File: config.mk
export PLATFORM = sky130hd
export DESIGN_NAME = csum_snoop
export DESIGN_NICKNAME = d
export VERILOG_FILES = /design/src/rtl/csum_snoop.sv
export SDC_FILE = /design/constraint.sdc
export NUM_CORES = 1
export LEC_CHECK = 0
export ABC_AREA = 1
export BUFFER_PORTS_ARGS = -buffer_cell sky130_fd_sc_hd__buf_2
export CAP_MARGIN = 30
export CORE_MARGIN = 2
export CORE_UTILIZATION = 57
export DETAILED_ROUTE_END_ITERATION = 12
export PLACE_DENSITY = 0.83
export RECOVER_POWER = 25
export REMOVE_ABC_BUFFERS = 1
export SYNTH_ARGS = -nofsm -noshare
export SYNTH_HDL_FRONTEND = slang
export SYNTH_SLANG_ARGS = --single-unit
File: constraint.sdc
create_clock -name clk -period 6.1 [get_ports clk]
set_input_delay 1.525 -clock clk [delete_from_list [all_inputs] [get_ports clk]]
set_output_delay 1.525 -clock clk [all_outputs]
set_load 0.01 [all_outputs]
File: src/rtl/csum_snoop.sv
`timescale 1ns/1ps
module csum_snoop #(
  parameter int DATA_W = 32,
  parameter int LANE_W = 16,
  parameter int SEG_W  = 4,
  parameter int ADDR_W = 2
) (
  input  logic              clk,
  input  logic              rst_n,
  input  logic              snoop_vld,
  input  logic [DATA_W-1:0] snoop_data,
  input  logic [ADDR_W-1:0] bus_addr,
  input  logic              bus_wr,
  input  logic              bus_rd,
  input  logic [DATA_W-1:0] bus_wdata,
  output logic [DATA_W-1:0] bus_rdata,
  output logic              sum_valid
);
  localparam int NLANE  = DATA_W / LANE_W;
  localparam int NSEG   = LANE_W / SEG_W;
  localparam int NCY    = NLANE * NSEG;
  localparam int SETTLE = NSEG + 1;
  localparam int CNT_W  = $clog2(SETTLE + 1);
  localparam int WIDE_W = LANE_W + $clog2(NLANE) + 1;
  localparam logic [ADDR_W-1:0] A_CTRL = ADDR_W'(0);
  localparam logic [ADDR_W-1:0] A_SUM  = ADDR_W'(1);
  localparam logic [ADDR_W-1:0] A_CHK  = ADDR_W'(2);

  logic              en_q;
  logic [DATA_W-1:0] acc_q, acc_d;
  logic [NCY-1:0]    cy_q, cy_d;
  logic [CNT_W-1:0]  idle_cnt;

  wire acc_go = en_q & snoop_vld;
  wire clr    = bus_wr && (bus_addr == A_SUM);
  wire wdata_unused = ^bus_wdata[DATA_W-1:1];

  for (genvar l = 0; l < NLANE; l++) begin : g_lane
    for (genvar s = 0; s < NSEG; s++) begin : g_seg
      localparam int IDX = l * NSEG + s;
      localparam int PRV = l * NSEG + ((s + NSEG - 1) % NSEG);
      localparam int LO  = l * LANE_W + s * SEG_W;
      logic [SEG_W:0] seg_sum;
      assign seg_sum = {1'b0, acc_q[LO +: SEG_W]}
                     + {1'b0, acc_go ? snoop_data[LO +: SEG_W] : {SEG_W{1'b0}}}
                     + {{SEG_W{1'b0}}, cy_q[PRV]};
      assign acc_d[LO +: SEG_W] = seg_sum[SEG_W-1:0];
      assign cy_d[IDX]          = seg_sum[SEG_W];
    end
  end

  always_ff @(posedge clk) begin
    if (!rst_n) begin
      en_q  <= 1'b0;
      acc_q <= '0;
      cy_q  <= '0;
    end else begin
      if (bus_wr && bus_addr == A_CTRL) en_q <= bus_wdata[0];
      if (clr) begin
        acc_q <= '0;
        cy_q  <= '0;
      end else begin
        acc_q <= acc_d;
        cy_q  <= cy_d;
      end
    end
  end

  always_ff @(posedge clk) begin
    if (!rst_n) begin
      idle_cnt  <= '0;
      sum_valid <= 1'b0;
    end else if (clr || acc_go) begin
      idle_cnt  <= '0;
      sum_valid <= 1'b0;
    end else if (idle_cnt != CNT_W'(SETTLE)) begin
      idle_cnt  <= idle_cnt + 1'b1;
      sum_valid <= (idle_cnt == CNT_W'(SETTLE - 1));
    end
  end

  logic [WIDE_W-1:0] wide;
  logic [LANE_W:0]   fold1;
  logic [LANE_W-1:0] fold2, chk;

  always_comb begin
    wide = '0;
    for (int l = 0; l < NLANE; l++)
      wide = wide + WIDE_W'(acc_q[l*LANE_W +: LANE_W]);
  end

  assign fold1 = {1'b0, wide[LANE_W-1:0]} + (LANE_W+1)'(wide[WIDE_W-1:LANE_W]);
  assign fold2 = fold1[LANE_W-1:0] + LANE_W'(fold1[LANE_W]);
  assign chk   = ~fold2;

  logic [DATA_W-1:0] rd_mux;
  always_comb begin
    rd_mux = '0;
    case (bus_addr)
      A_CTRL:  rd_mux[0] = en_q;
      A_SUM:   rd_mux = acc_q;
      A_CHK: begin
        rd_mux[LANE_W-1:0] = chk;
        rd_mux[LANE_W]     = sum_valid;
      end
      default: rd_mux = '0;
    endcase
  end

  always_ff @(posedge clk) begin
    if (!rst_n)      bus_rdata <= '0;
    else if (bus_rd) bus_rdata <= rd_mux;
  end
endmodule


==> metrics.cfg <==
[route]
drtIter0Drc = 269
dr.pass1.iters = 5
ant_nets = 0
wire_per_inst_um = 12.8
drt_wl_total_mm = 14.1
dr_total_vias = 5645
vias_per_cell = 5.12
drc = 0

[synthesis]
synth-edff-count = 0
netlist_instances = 891
ys_seq_area_frac = 0.262
syn-cell-area_sq_um = 5890
ys_async_sr_fraction = 0
ys_warn_count = 0
ys_types = 38
synth_top_flop_cell = dfxtp_1
syn-mean-instance-area_sq_um = 6.61
synth_seq_cells = 77

[hold_path]
hold_class = register to register

[clocking]
cts_setup_buffers = 0
cts_tree = yes
clock_sinks = 77
clock_latency_ns = 0.36
postCtsHoldBufs = 0
path_clk_slew_ns = 0.09
clockBufferDepth = 2
cts_root_buf = clkbuf_8
cts_buffers = 9
cts_resized = 0
ctsHtreeMaxLevel = 3

[power]
power_mw = 1.09
p_int_mw = 0.817
comb_power_share = 0.094
sw_frac_of_total = 0.251
ir_drop_mv = 0.117
clkPwrFrac = 0.433
seq_power_share = 0.473
p_sw_mw = 0.274
p_leak_nw = 3.25
p_per_area_nw_per_um2 = 165

[final_layout]
antennaDiodeCount = 0
fillers = 970
area_growth_pct = 12.6
nets = 1102
layout-drive-gt1-share = 0.135
instances_no_fill = 1102

[timing]
fin_ws_ns = 0.711
hold_violations = 0
rsz0062_at_grt = no
fmax_mhz = 186
setup_viol = 0
fin_tns_setup_ns = 0
tightest_slew_ns = 0.931
finalCritPeriodShare = 0.883
slew_headroom = 0.379
skew_ns = 0.0106
drv_slew = 0
period_needed_ns = 5.39

[floorplanning]
start_util = 0.578
coreArea_sq_um = 10200
die_w_um = 106
die_h_um = 106
io_pins = 104
die_area_sq_um = 11200
rows = 37

[status]
status = finished, final reports clean

[global_route]
antenna_found_initial = 0
grt_pass1_wl_mm = 23.5
grt_overflow = 0
grt_use_total = 0.260
grt_pass1_vias = 5321
grt_max_degree = 29

[setup_path]
path_class = register to register
crit_path_max_incr_delay_ns = 0.42
crit_path_frequent_cell = nand2_1
cp_slowest_cell = nor3_1
required_ns = 6.40
start_kind = register
cp_num_buf_inv = 2
crit_path_end_kind = register
crit_path_max_fanout = 5
crit_arrival_ns = 5.69
path_delay_family = simple AND/OR/NAND/NOR gates

[flow_run]
maxCapViolCount = 0

[placed_design]
dp_hpwl_mm = 11.0
io_buffers = 72
globalplace.congestion = 0.977
place_inst = 1087
pre_cts_slack_ns = 0.792

synthesized netlist by cell type, types with 7 or more instances:
master    count  area (sq um)
inv_1       141           529
ha_1         52           651
a31oi_1       7          43.8
nand3_1      69           345
nor2_2        8          50.1
nand4_1      12          75.1
nor3b_1       7          52.6
dfxtp_1      77          1540
nor2_1       91           342
inv_2         8          30.0
fa_1         17           340
o21ai_0      20           100
clkbuf_1     15          56.3
nand2_2      17           106
a21oi_1      64           320
nand2_1     238           893
cells by family (layout without fill, tap and decap cells):
logic type               count (synthesis)  count (layout)  share of synthesized area
AO/OA/AOI/OAI                          105             105                     0.0962
XOR/XNOR                                 8               8                     0.0132
flip-flops                              77              77                      0.262
adder cells (fa/ha/maj)                 69              69                      0.168
AND/OR/NAND/NOR                        463             463                      0.352
buffers and inverters                  169             244                      0.109
layout make-up:
class / instances / area [sq um] / area share
multi-input cells: 645 / 3710 / 0.559
clock buffers: 9 / 124 / 0.0187
clock inverters: 6 / 113 / 0.0170
repair buffers: 79 / 412 / 0.0621
well taps: 136 / 170 / 0.0257
flip-flops and latches: 77 / 1540 / 0.232
inverters: 150 / 563 / 0.0849
cells in the final DEF (no fill, tap or decap), types with 4 or more instances in the layout:
cell type	instances
a21oi_1	64
a31oi_1	7
buf_2	58
buf_4	5
clkbuf_1	15
clkbuf_8	9
dfxtp_1	77
fa_1	17
ha_1	52
inv_1	141
inv_2	8
nand2_1	238
nand2_2	17
nand3_1	69
nand3_2	6
nand4_1	12
nor2_1	91
nor2_2	8
nor2_4	4
nor3b_1	7
o21ai_0	20
xor2_1	5
sequential cells by signal (all words and copies together), names as in the netlist:
name and count:
bus_rdata 32, idle_cnt 3, acc_q 32, en_q 1, sum_valid 1, cy_q 8
worst paths after layout:
check / end / slack, ns / start / cells after the start
min: bus_rdata[8] / 0.46 / bus_rdata[8] / 2
min reg2reg: bus_rdata[8] / 0.46 / bus_rdata[8] / 2
max: bus_rdata[14] / 0.71 / acc_q[16] / 33
max reg2reg: bus_rdata[14] / 0.71 / acc_q[16] / 33
worst reg2reg max path, delay by kind of cell, from the launching register on:
kind	cells	cell delay [ns]
flip-flops	1	0.35
AO/OA/AOI/OAI	3	0.60
AND/OR/NAND/NOR	23	2.84
buffers and inverters	2	0.21
adder cells (fa/ha/maj)	5	1.32
through the flow:
step                cell area, sq um  utilization  hold slack (ns)
floorplan                       5810            -            0.452
global route                    6630        0.651            0.479
detailed placement              6430        0.632            0.451
CTS                             6670        0.655            0.464
finish                          6630        0.651            0.464
global placement                6380        0.626            0.450
metal layers:
layer,vias to the layer above,part of all wire,global-route usage
li1,2950,-,-
met4,0,0.024,0.0883
met3,19,0.054,0.0519
met5,-,0,0
met2,124,0.47,0.452
met1,2552,0.45,0.321
power by group through the flow:
| stage | clock [mW] | sequential, mW | combinational, mW |
|---|---|---|---|
| after floorplan | 0 | 0.529 | 0.0585 |
| after global placement | 0 | 0.528 | 0.0971 |
| after detailed placement | 0 | 0.528 | 0.104 |
| after CTS | 0.476 | 0.517 | 0.104 |
| after global routing | 0.503 | 0.518 | 0.114 |
| final | 0.472 | 0.517 | 0.102 |
(Power assumes the default switching activity.)
